===== src/rtl/supsv_pkg.sv =====
package supsv_pkg;

  typedef enum logic [1:0] {
    ST_OFF    = 2'd0,
    ST_RECALL = 2'd1,
    ST_NORMAL = 2'd2,
    ST_HOLD   = 2'd3
  } sup_state_e;

  typedef enum logic [1:0] {
    LVL_LOW  = 2'd0,
    LVL_MID  = 2'd1,
    LVL_HIGH = 2'd2
  } sup_level_e;

  function automatic sup_level_e classify(input logic pod, input logic poa);
    if (!pod)      return LVL_LOW;
    else if (!poa) return LVL_MID;
    else           return LVL_HIGH;
  endfunction

endpackage


===== src/rtl/supsv_rst_sync.sv =====
module supsv_rst_sync #(
  parameter int STAGES = 2
) (
  input  logic clk,
  input  logic arst_n,
  output logic rst_n_o
);
  logic [STAGES-1:0] chain_q;

  always_ff @(posedge clk or negedge arst_n) begin
    if (!arst_n) chain_q <= '0;
    else         chain_q <= {chain_q[STAGES-2:0], 1'b1};
  end

  assign rst_n_o = chain_q[STAGES-1];
endmodule


===== src/rtl/supsv_sync.sv =====
module supsv_sync #(
  parameter int STAGES = 2,
  parameter int WIDTH  = 2
) (
  input  logic             clk,
  input  logic             rst_n,
  input  logic [WIDTH-1:0] d,
  output logic [WIDTH-1:0] q
);
  logic [WIDTH-1:0] stg_q [STAGES];

  generate
    for (genvar s = 0; s < STAGES; s++) begin : g_stage
      if (s == 0) begin : g_first
        always_ff @(posedge clk or negedge rst_n) begin
          if (!rst_n) stg_q[s] <= '0;
          else        stg_q[s] <= d;
        end
      end else begin : g_next
        always_ff @(posedge clk or negedge rst_n) begin
          if (!rst_n) stg_q[s] <= '0;
          else        stg_q[s] <= stg_q[s-1];
        end
      end
    end
  endgenerate

  assign q = stg_q[STAGES-1];
endmodule


===== src/rtl/supsv_fsm.sv =====
module supsv_fsm
  import supsv_pkg::*;
(
  input  logic       clk,
  input  logic       rst_n,
  input  sup_level_e level,
  input  logic       recall_done,
  output sup_state_e state_o,
  output logic       valid_o
);
  sup_state_e st_q, st_d;
  logic       val_q, val_d;
  logic       upd_en;

  always_comb begin
    st_d  = st_q;
    val_d = val_q;
    unique case (st_q)
      ST_OFF: begin
        val_d = 1'b0;
        if (level == LVL_HIGH) st_d = ST_RECALL;
      end
      ST_RECALL: begin
        if (level == LVL_LOW) begin
          st_d = ST_OFF;
        end else if (recall_done) begin
          val_d = 1'b1;
          st_d  = (level == LVL_HIGH) ? ST_NORMAL : ST_HOLD;
        end
      end
      ST_NORMAL: begin
        if (level == LVL_LOW)      st_d = ST_OFF;
        else if (level == LVL_MID) st_d = ST_HOLD;
      end
      ST_HOLD: begin
        if (level == LVL_LOW)       st_d = ST_OFF;
        else if (level == LVL_HIGH) st_d = ST_NORMAL;
      end
      default: st_d = ST_OFF;
    endcase
    if (level == LVL_LOW) val_d = 1'b0;
  end

  assign upd_en = (st_d != st_q) || (val_d != val_q);

  always_ff @(posedge clk or negedge rst_n) begin
    if (!rst_n) begin
      st_q  <= ST_OFF;
      val_q <= 1'b0;
    end else if (upd_en) begin
      st_q  <= st_d;
      val_q <= val_d;
    end
  end

  assign state_o = st_q;
  assign valid_o = val_q;
endmodule


===== src/rtl/supsv_decode.sv =====
module supsv_decode
  import supsv_pkg::*;
(
  input  sup_state_e state,
  output logic       recall_req,
  output logic       run_en,
  output logic       clear_en
);
  always_comb begin
    recall_req = 1'b0;
    run_en     = 1'b0;
    clear_en   = 1'b0;
    unique case (state)
      ST_OFF:    clear_en   = 1'b1;
      ST_RECALL: recall_req = 1'b1;
      ST_NORMAL: run_en     = 1'b1;
      ST_HOLD:   ;
      default:   clear_en   = 1'b1;
    endcase
  end
endmodule


===== src/rtl/supply_supervisor.sv =====
module supply_supervisor
  import supsv_pkg::*;
#(
  parameter int SYNC_STAGES = 2,
  parameter int RST_STAGES  = 2
) (
  input  logic       clk,
  input  logic       rst_n,
  input  logic       above_pod,
  input  logic       above_poa,
  input  logic       recall_done,
  output logic       recall_req,
  output logic       outputs_en,
  output logic       analog_en,
  output logic       vol_clear,
  output logic       shadow_valid,
  output logic [1:0] status
);
  localparam int FLAG_W = 2;

  logic              core_rst_n;
  logic [FLAG_W-1:0] flags_s;
  sup_level_e        level;
  sup_state_e        state;
  logic              run_en;

  supsv_rst_sync #(.STAGES(RST_STAGES)) u_rst (
    .clk     (clk),
    .arst_n  (rst_n),
    .rst_n_o (core_rst_n)
  );

  supsv_sync #(.STAGES(SYNC_STAGES), .WIDTH(FLAG_W)) u_sync (
    .clk   (clk),
    .rst_n (core_rst_n),
    .d     ({above_poa, above_pod}),
    .q     (flags_s)
  );

  assign level = classify(flags_s[0], flags_s[1]);

  supsv_fsm u_fsm (
    .clk         (clk),
    .rst_n       (core_rst_n),
    .level       (level),
    .recall_done (recall_done),
    .state_o     (state),
    .valid_o     (shadow_valid)
  );

  supsv_decode u_dec (
    .state      (state),
    .recall_req (recall_req),
    .run_en     (run_en),
    .clear_en   (vol_clear)
  );

  assign outputs_en = run_en;
  assign analog_en  = run_en;
  assign status     = state;
endmodule


===== config.mk =====
export PLATFORM = sky130hd
export DESIGN_NAME = supply_supervisor
export DESIGN_NICKNAME = d
export VERILOG_FILES = /design/src/rtl/supsv_pkg.sv /design/src/rtl/supsv_rst_sync.sv /design/src/rtl/supsv_sync.sv /design/src/rtl/supsv_fsm.sv /design/src/rtl/supsv_decode.sv /design/src/rtl/supply_supervisor.sv
export SDC_FILE = /design/constraint.sdc
export NUM_CORES = 1
export LEC_CHECK = 0
export ABC_AREA = 0
export BUFFER_PORTS_ARGS = -buffer_cell sky130_fd_sc_hd__buf_2
export CAP_MARGIN = 10
export CORE_AREA = 2 2 39 41
export CTS_BUF_LIST = sky130_fd_sc_hd__clkbuf_8
export CTS_CLUSTER_SIZE = 10
export DETAILED_ROUTE_END_ITERATION = 16
export DIE_AREA = 0 0 41 43
export SYNTH_ARGS = -nofsm -noshare
export SYNTH_HDL_FRONTEND = slang
export SYNTH_HIERARCHICAL = 1
export SYNTH_SLANG_ARGS = --single-unit
export TNS_END_PERCENT = 1

===== constraint.sdc =====
create_clock -name clk -period 1.2 [get_ports clk]
set_input_delay 0.24 -clock clk [delete_from_list [all_inputs] [get_ports clk]]
set_output_delay 0.24 -clock clk [all_outputs]
set_load 0.01 [all_outputs]

==> impl_metrics.csv, run 1 <==
group,metric,value,unit
status,status,"finished, violations left",
status,violations,"setup timing",
sta,setup_slack,-19.2,ps
synth,synth.top_cells.by_count,"dfrtp_1, nor2_1, buf_4",
min_path,hp-class,"reg -> async",
clock_tree,cts_sinks,9,
clock_tree,cts_max_path_buffers,2,
synth,synth_cells,29,
synth,yosys.area.top_type,"dfrtp_1",
synth,syn_area,339,µm²
worst_setup_path,startpoint_type,"flop",
sta,setup_violations,2,
placed_design,dpl.cell_count,53,
global_route,grt_usage,0.0706,
sta,timing.fmax,820,MHz
global_route,grt_pass1_vias,221,
synth,ys_async_sr_fraction,1.00,
routing,avgRoutedWirePerCell,7.59,µm
worst_setup_path,critPathKind,"reg -> out",
synth,synth_area_leaders,"dfrtp_1, buf_4, and2b_2, nor2_1, nor2b_1",
global_route,grt_start_max_net_pins,8,
routing,vias_per_cell,3.79,
clock_tree,clkTransAtPathRegs,40,ps
power,power_switching,157,µW
clock_tree,htreeDepth,1,
synth,synth_seq_area_share,0.664,
synth,ys_ff_latch,9,
power,internal_power,589,µW
synth,synth_edf_count,0,
sta,fin_skew,2.82,ps
final_layout,synthToLayoutAreaGrowth,39.1,%
clock_tree,cts_tree,"done",
power,p_leak,0.246,nW
power,p_sw_frac,0.210,
floorplan,fp.dieH,43,µm
synth,yosysWarnings,6,
clock_tree,cts_buffers,3,
worst_setup_path,cp.required,960,ps
final_layout,fin_nets,51,
power,p_clk_frac,0.440,
final_layout,nFillCells,140,
routing,wl,463,µm
synth,synth_area_per_cell,11.7,µm²
job,max-cap-violations,0,
synth,synth_ff_type,"dfrtp_1",
floorplan,coreArea,1380,µm²
sta,min_period_over_period,1.02,
final_layout,stdcell_count,61,
floorplan,die-area,1760,µm²
final_layout,diodes,0,
routing,drc,0,
global_route,antenna_found_initial,0,
clock_tree,cts_root_buf,"clkbuf_8",
floorplan,rows,14,
synth,ys_types,13,
placed_design,io_buffers,11,
synth,synth_nets,34,
power,ir_drop,553,µV
worst_setup_path,path_max_fanout,5,
power,power_frac_seq,0.451,
routing,drt_pre_antenna_iters,3,
routing,vias,231,
floorplan,fp.dieW,41,µm
routing,drtIter0Drc,1,
worst_setup_path,critPathCaptureType,"primary output",
worst_setup_path,critPathArrivalTime,980,ps
floorplan,initial_utilization,0.245,
sta,hold_viol_final,0,
routing,ant_nets,0,
sta,fin_crit,1220,ps
final_layout,drive_above_1_share,0.489,
power,powerDensity,1580,nW/µm²
sta,slew_viol_final,0,
placed_design,dp_hpwl,337,µm
final_layout,fin_util,0.341,
placed_design,gp_congestion,0.599,
global_route,grt_pass1_wl,738,µm
floorplan,ios,12,
synth,synth_top_area_frac,0.664,
clock_tree,clk-insertion-delay-late,230,ps
global_route,grt_overflow,0,
synth,yosysMostFrequentCell,"dfrtp_1",
sta,rsz0062_at_grt,"true",
power,p_comb_frac,0.110,
state kept, by name, summed over array words and instances (netlist names):
signal / cells
u_sync/stg_q: 2
u_rst/chain_q: 2
u_sync/q: 2
u_fsm/valid_o: 1
u_fsm/state_o: 2
layout make-up:
| class | count | area (µm²) | area share |
|---|---|---|---|
| inverter | 1 | 3.75 | 0.00796 |
| sequential | 9 | 228 | 0.483 |
| tap | 16 | 20.0 | 0.0424 |
| multi-input combinational | 16 | 87.6 | 0.186 |
| clock buffer | 3 | 41.3 | 0.0875 |
| clock inverter | 1 | 3.75 | 0.00796 |
| timing repair buffer | 15 | 87.6 | 0.186 |
through the flow:
| stage | hold slack, ps | power (mW) | setup slack [ps] | instance area [µm²] | TNS [ps] |
|---|---|---|---|---|---|
| 2_1_floorplan | -55.6 | 0.383 | 115 | 339 | 0 |
| 3_3_place_gp | 25.4 | 0.406 | 181 | 392 | 0 |
| 3_5_place_dp | 26.2 | 0.408 | 155 | 392 | 0 |
| 4_1_cts | 113 | 0.760 | -26.5 | 472 | -51.2 |
| 5_1_grt | 106 | 0.795 | -58.2 | 472 | -116 |
| 6_report | 100 | 0.746 | -19.2 | 472 | -37.0 |
layout by cell type (no fill, tap or decap):
cell type and instances:
dfrtp_2 2, conb_1 1, dlygate4sd3_1 1, buf_4 3
and2b_2 2, nor2_1 4, a21oi_1 2, clkbuf_8 3
nand3b_1 1, nor2b_1 2, o21ai_1 1, dfrtp_1 7
and2_2 1, nand2_1 1, buf_2 11, inv_1 2
nor3_1 1
per-layer routing:
layer  vias up  global-route usage  routed length (µm)
li1        117                   -                   -
met1       100              0.0651                 199
met2        12              0.0906                 202
met3         2              0.0314                  43
met4         0               0.100                  18
met5         -                   0                   0
cell families (layout without fill, tap and decap cells):
| family | count (synthesis) | in the layout | share of synthesized area |
|---|---|---|---|
| flops | 9 | 9 | 0.664 |
| compound gates | 3 | 3 | 0.0443 |
| simple gates | 12 | 12 | 0.203 |
| buf+inv | 4 | 20 | 0.0775 |
| other cells | 1 | 1 | 0.0111 |
critical path, stage by stage (launching register included):
cell	delay, ps
dfrtp_2	420
and2b_2	200
buf_2	130
path summary, 6_finish.rpt:
path / endpoint / slack, ps / start / cells after the start
worst max register to register: u_fsm/state_o[0]$_DFFE_PN0P_ / 110 / u_fsm/state_o[0]$_DFFE_PN0P_ / 5
max in group asynchronous: u_rst/chain_q[0]$_DFF_PN0_ / 780 / rst_n / 2
worst min-delay path: u_fsm/valid_o$_DFFE_PN0P_ / 100 / u_rst/chain_q[1]$_DFF_PN0_ / 0
worst min register to register: u_fsm/valid_o$_DFFE_PN0P_ / 100 / u_rst/chain_q[1]$_DFF_PN0_ / 0
min in group clk: u_sync/stg_q[3]$_DFF_PN0_ / 120 / above_poa / 1
worst max-delay path: outputs_en / -20 / u_fsm/state_o[1]$_DFFE_PN0P_ / 2
power groups by stage:
stage          logic, mW  clock network [mW]  registers [mW]
5_1_grt           0.0926               0.364           0.339
4_1_cts           0.0824               0.341           0.337
6_report          0.0817               0.328           0.336
3_3_place_gp      0.0644                   0           0.342
2_1_floorplan     0.0405                   0           0.343
3_5_place_dp      0.0642                   0           0.344
timing repair:
action,4_1_cts,5_1_grt
hold buffers,1,0
setup endpoints to repair,3,2
gates resized for setup,2,0
endpoints found under the hold margin,2,0
buffers inserted,3,0
No activity file was read; power rests on OpenSTA's default activity.
==> run 2: changes to the inputs <==
--- a/config.mk
+++ b/config.mk
@@ -13,6 +13,7 @@
 export CTS_CLUSTER_SIZE = 10
 export DETAILED_ROUTE_END_ITERATION = 16
 export DIE_AREA = 0 0 41 43
+export PLACE_DENSITY = 0.45
 export SYNTH_ARGS = -nofsm -noshare
 export SYNTH_HDL_FRONTEND = slang
 export SYNTH_HIERARCHICAL = 1
==> run 2 against run 1 <==
Net effect: the run still ends with setup timing left; critical endpoint unchanged; utilization decreased by 0.18 points; non-clock buffer count decreased by 1; clock power about the same; flip-flop and latch count unchanged; largest cell class unchanged; register-to-register slack improved by 110 ps; fmax decreased by 0.65%.
==> impl_metrics.csv, run 2 (synthesis gave the netlist of run 1 again) <==
group,metric,value,unit
routing,drt_pre_antenna_iters,1,
final_layout,drive_above_1_share,0.455,
sta,setup_violations,3,
sta,setup_slack,-27.1,ps
final_layout,stdcell_count,60,
job,max-cap-violations,0,
worst_setup_path,max_stage_delay,420,ps
floorplan,ios,12,
power,p_clk_frac,0.441,
routing,vias,228,
placed_design,io_buffers,11,
worst_setup_path,cp.required,960,ps
floorplan,fp.dieW,41,µm
power,powerDensity,1590,nW/µm²
global_route,antenna_found_initial,0,
clock_tree,cts_tree,"done",
sta,timing.fmax,815,MHz
final_layout,synthToLayoutAreaGrowth,38.4,%
final_layout,final_common_cell,"buf_2",
global_route,grt_pass1_vias,214,
power,internal_power,587,µW
sta,fin_skew,0.646,ps
worst_setup_path,r2r_setup_slack,220,ps
worst_setup_path,path_max_fanout,5,
final_layout,fin_nets,50,
routing,ant_nets,0,
placed_design,dp_hpwl,367,µm
clock_tree,cts_max_path_buffers,2,
clock_tree,htreeDepth,1,
floorplan,initial_utilization,0.245,
clock_tree,cts_buffers,3,
worst_setup_path,startpoint_type,"flop",
routing,drc,0,
sta,min_period_over_period,1.02,
status,status,"finished, violations left",
routing,drtIter0Drc,0,
power,ir_drop,628,µV
global_route,grt_overflow,0,
worst_setup_path,critPathCaptureType,"primary output",
status,violations,"setup timing",
worst_setup_path,cp_cell_sequence,"and2b_2 > buf_2",
placed_design,dpl.cell_count,53,
power,p_leak,0.243,nW
power,p_sw_frac,0.211,
min_path,hp-class,"reg -> async",
global_route,grt_start_max_net_pins,8,
global_route,grt_pass1_wl,793,µm
placed_design,gp_congestion,0.587,
floorplan,coreArea,1380,µm²
clock_tree,clk-insertion-delay-late,220,ps
power,power_frac_seq,0.451,
floorplan,fp.dieH,43,µm
power,p_comb_frac,0.108,
sta,hold_viol_final,0,
clock_tree,clkTransAtPathRegs,40,ps
clock_tree,cts_sinks,9,
sta,tns,-48.0,ps
final_layout,mostFrequentLayoutCells,"buf_2, dfrtp_1, nor2_1",
floorplan,die-area,1760,µm²
floorplan,rows,14,
worst_setup_path,critPathArrivalTime,990,ps
sta,rsz0062_at_grt,"true",
sta,hold_ws,105,ps
power,power_switching,157,µW
final_layout,nFillCells,147,
sta,slew_viol_final,0,
global_route,grt_usage,0.0733,
routing,wl,499,µm
worst_setup_path,critPathKind,"reg -> out",
routing,vias_per_cell,3.80,
routing,avgRoutedWirePerCell,8.32,µm
final_layout,diodes,0,
sta,fin_crit,1230,ps
worst_setup_path,slowest_stage,"dfrtp_2",
clock_tree,cts_root_buf,"clkbuf_8",
[run 2: cell count changes in the layout (fill, tap and decap cells not counted)]
cell / delta
buf_6: +1
dfrtp_2: -1
buf_4: -1
dfrtp_1: +1
buf_2: -1
[run 2: path summary, 6_finish.rpt]
kind | from | to | cells after the start
min in group clk | above_pod | u_sync/stg_q[2]$_DFF_PN0_ | 1
hold / removal | u_rst/chain_q[1]$_DFF_PN0_ | u_fsm/state_o[0]$_DFFE_PN0P_ | 0
setup reg to reg | u_fsm/state_o[1]$_DFFE_PN0P_ | u_fsm/state_o[0]$_DFFE_PN0P_ | 4
setup / recovery | u_fsm/state_o[1]$_DFFE_PN0P_ | outputs_en | 2
hold reg to reg | u_rst/chain_q[1]$_DFF_PN0_ | u_fsm/state_o[0]$_DFFE_PN0P_ | 0
max in group asynchronous | rst_n | u_rst/chain_q[1]$_DFF_PN0_ | 2
[run 2: critical path, delay by kind of cell (launching register included)]
kind | cells | cell delay (ps)
buffers and inverters | 1 | 130
flip-flops | 1 | 420
AND/OR/NAND/NOR | 1 | 210
[run 2: cell type report]
cell class,instances,area (µm²),share of cell area
Timing Repair Buffer,14,86.3,0.184
Sequential cell,9,226,0.483
Multi-Input combinational cell,16,87.6,0.187
Clock inverter,1,3.75,0.00800
Inverter,1,3.75,0.00800
Tap cell,16,20.0,0.0427
Clock buffer,3,41.3,0.0880
[run 2: repair_timing]
action	in CTS	in global routing
setup buffers	2	0
hold buffers	1	0
pin swaps	0	0
endpoints found under the hold margin	2	0
gates resized for setup	1	1
endpoints found under the setup margin	2	3
[run 2: stage by stage]
| stage | total power, mW | util | setup WS (ps) | instance area, µm² |
|---|---|---|---|---|
| final | 0.744 | 0.339 | -27.1 | 469 |
| after global routing | 0.790 | 0.339 | -80.8 | 469 |
| after CTS | 0.755 | 0.335 | -26.9 | 463 |
| after detailed placement | 0.408 | 0.283 | 171 | 392 |
| after global placement | 0.406 | 0.283 | 199 | 392 |
| after floorplan | 0.383 | - | 115 | 339 |
[run 2: layer usage]
layer	track usage	share of wire	vias to the layer above
met3	0.0314	0.10	0
met5	0	0	-
met2	0.0875	0.46	11
met4	0.0800	0	0
met1	0.0875	0.44	97
li1	-	-	120
[run 2: power groups by stage]
stage,sequential [mW],combinational [mW],clock (mW)
finish,0.335,0.0805,0.328
global route,0.339,0.0909,0.361
CTS,0.336,0.0787,0.340
detailed placement,0.343,0.0651,0
global placement,0.341,0.0648,0
floorplan,0.343,0.0405,0
==> run 3: changes to the inputs <==
==> constraint.sdc (replaced) <==
create_clock -name clk -period 1.29 [get_ports clk]
set_input_delay 0.258 -clock clk [delete_from_list [all_inputs] [get_ports clk]]
set_output_delay 0.258 -clock clk [all_outputs]
set_load 0.01 [all_outputs]
==> run 3 against run 2 <==
Net effect: utilization is 0.18 points higher; total power is 6.8% lower; global-route usage decreased by 0.31 points; combinational power fell by 7.3%; register-to-register slack better by 160 ps; sequential share of layout area fell by 0.26 points; critical endpoint is now analog_en; the flow now finishes without violations; setup slack gained 52 ps; clock power down 7.0%; first-iteration DRC count is 1 higher; non-clock buffer count shrank 1.
==> impl_metrics.csv, run 3 (synthesis gave the netlist of run 1 again) <==
group,metric,value,unit
status,status,"finished, final reports clean",
routing,avgRoutedWirePerCell,8.27,µm
clock_tree,cts_buffers,3,
final_layout,synthToLayoutAreaGrowth,39.1,%
global_route,grt_usage,0.0703,
floorplan,die-area,1760,µm²
routing,vias_per_cell,3.80,
final_layout,fin_nets,49,
worst_setup_path,max_stage_delay,440,ps
routing,drt_pre_antenna_iters,3,
routing,drtIter0Drc,1,
sta,fin_crit,1270,ps
routing,drc,0,
clock_tree,clkTransAtPathRegs,40,ps
floorplan,fp.dieH,43,µm
placed_design,gp_congestion,0.587,
final_layout,final_common_cell,"buf_2",
final_layout,mostFrequentLayoutCells,"buf_2, dfrtp_1, nor2_1",
clock_tree,cts_max_path_buffers,2,
job,max-cap-violations,0,
floorplan,ios,12,
global_route,antenna_found_initial,0,
power,finalPower,693,µW
clock_tree,cts_sinks,9,
worst_setup_path,critPathArrivalTime,1010,ps
placed_design,dp_hpwl,367,µm
sta,setup_slack,24.9,ps
global_route,grt_overflow,0,
final_layout,fin_util,0.341,
final_layout,drive_above_1_share,0.442,
routing,wl,488,µm
clock_tree,cts_root_buf,"clkbuf_8",
sta,timing.fmax,790,MHz
power,p_leak,0.240,nW
clock_tree,htreeDepth,1,
worst_setup_path,critPathCaptureType,"primary output",
final_layout,diodes,0,
global_route,grt_pass1_vias,200,
sta,rsz0062_at_grt,"true",
floorplan,fp.dieW,41,µm
worst_setup_path,cp_cell_sequence,"and2b_2 > buf_6",
global_route,grt_start_max_net_pins,9,
routing,ant_nets,0,
floorplan,initial_utilization,0.245,
floorplan,rows,14,
placed_design,io_buffers,11,
final_layout,nFillCells,145,
sta,fin_skew,0.322,ps
sta,slew_viol_final,0,
final_layout,fin_area,472,µm²
worst_setup_path,startpoint_type,"flop",
floorplan,coreArea,1380,µm²
routing,vias,224,
clock_tree,clk-insertion-delay-late,220,ps
clock_tree,cts_tree,"done",
min_path,hp-class,"reg -> async",
worst_setup_path,slowest_stage,"dfrtp_2",
sta,tns,0,ps
worst_setup_path,path_max_fanout,8,
placed_design,pre_cts_ws,243,ps
placed_design,placed_area,392,µm²
global_route,grt_pass1_wl,752,µm
worst_setup_path,cp.required,1030,ps
power,ir_drop,594,µV
sta,min_period_over_period,0.981,
sta,hold_viol_final,0,
power,powerDensity,1470,nW/µm²
sta,setup_violations,0,
worst_setup_path,critPathKind,"reg -> out",
==> run 3: cell types whose count changed in the layout (fill, tap and decap cells not counted) <==
cell / previous run / this run
buf_4: 2 / 0
buf_2: 10 / 9
buf_6: 1 / 3
==> run 3: report_power, final <==
group	internal [mW]	switching, mW	leakage, nW
sequential	0.300	0.0138	0.109
combinational	0.0412	0.0334	0.104
clock	0.206	0.0987	0.0269
total	0.547	0.146	0.240
==> run 3: final timing paths <==
| kind | to | startpoint | cells after the start | slack [ps] |
|---|---|---|---|---|
| worst max-delay path | analog_en | u_fsm/state_o[1]$_DFFE_PN0P_ | 2 | 20 |
| max in group asynchronous | u_rst/chain_q[1]$_DFF_PN0_ | rst_n | 2 | 850 |
| min in group clk | u_sync/stg_q[2]$_DFF_PN0_ | above_pod | 1 | 140 |
| worst min register to register | u_fsm/state_o[0]$_DFFE_PN0P_ | u_rst/chain_q[1]$_DFF_PN0_ | 0 | 100 |
| worst max register to register | u_fsm/valid_o$_DFFE_PN0P_ | u_sync/q[1]$_DFF_PN0_ | 3 | 380 |
| worst min-delay path | u_fsm/state_o[0]$_DFFE_PN0P_ | u_rst/chain_q[1]$_DFF_PN0_ | 0 | 100 |
==> run 3: worst max-delay path, delay by kind of cell, from the launching register on <==
kind,cells,cell delay [ps]
buffers and inverters,1,120
DFF,1,440
and+or+nand+nor,1,230
==> run 3: cell type report <==
type | instances | area [µm²] | share of cell area
clock buffer | 3 | 41.3 | 0.0875
clock inverter | 1 | 3.75 | 0.00796
inverter | 1 | 3.75 | 0.00796
multi-input combinational | 16 | 87.6 | 0.186
sequential | 9 | 226 | 0.480
tap | 16 | 20.0 | 0.0424
timing repair buffer | 13 | 88.8 | 0.188
==> run 3: what timing repair did <==
item / 4_1_cts / 5_1_grt
gates resized for setup: 1 / 3
setup endpoints to repair: 2 / 3
buffers inserted: 1 / 0
pin swaps: 0 / 0
hold endpoints to repair: 2 / 0
hold buffers: 1 / 0
==> run 3: through the flow <==
step / cells / hold WS [ps]
floorplan: 29 / -37.6
global route: 59 / 132
detailed placement: 53 / 47.3
finish: 59 / 105
global placement: 53 / 42.8
CTS: 59 / 123
==> run 3: routing by layer <==
| layer | share of wire | vias to the layer above | track usage |
|---|---|---|---|
| met5 | 0 | - | 0 |
| met1 | 0.45 | 96 | 0.0875 |
| met3 | 0.10 | 0 | 0.0314 |
| met2 | 0.45 | 11 | 0.0781 |
| li1 | - | 117 | - |
| met4 | 0 | 0 | 0.0800 |
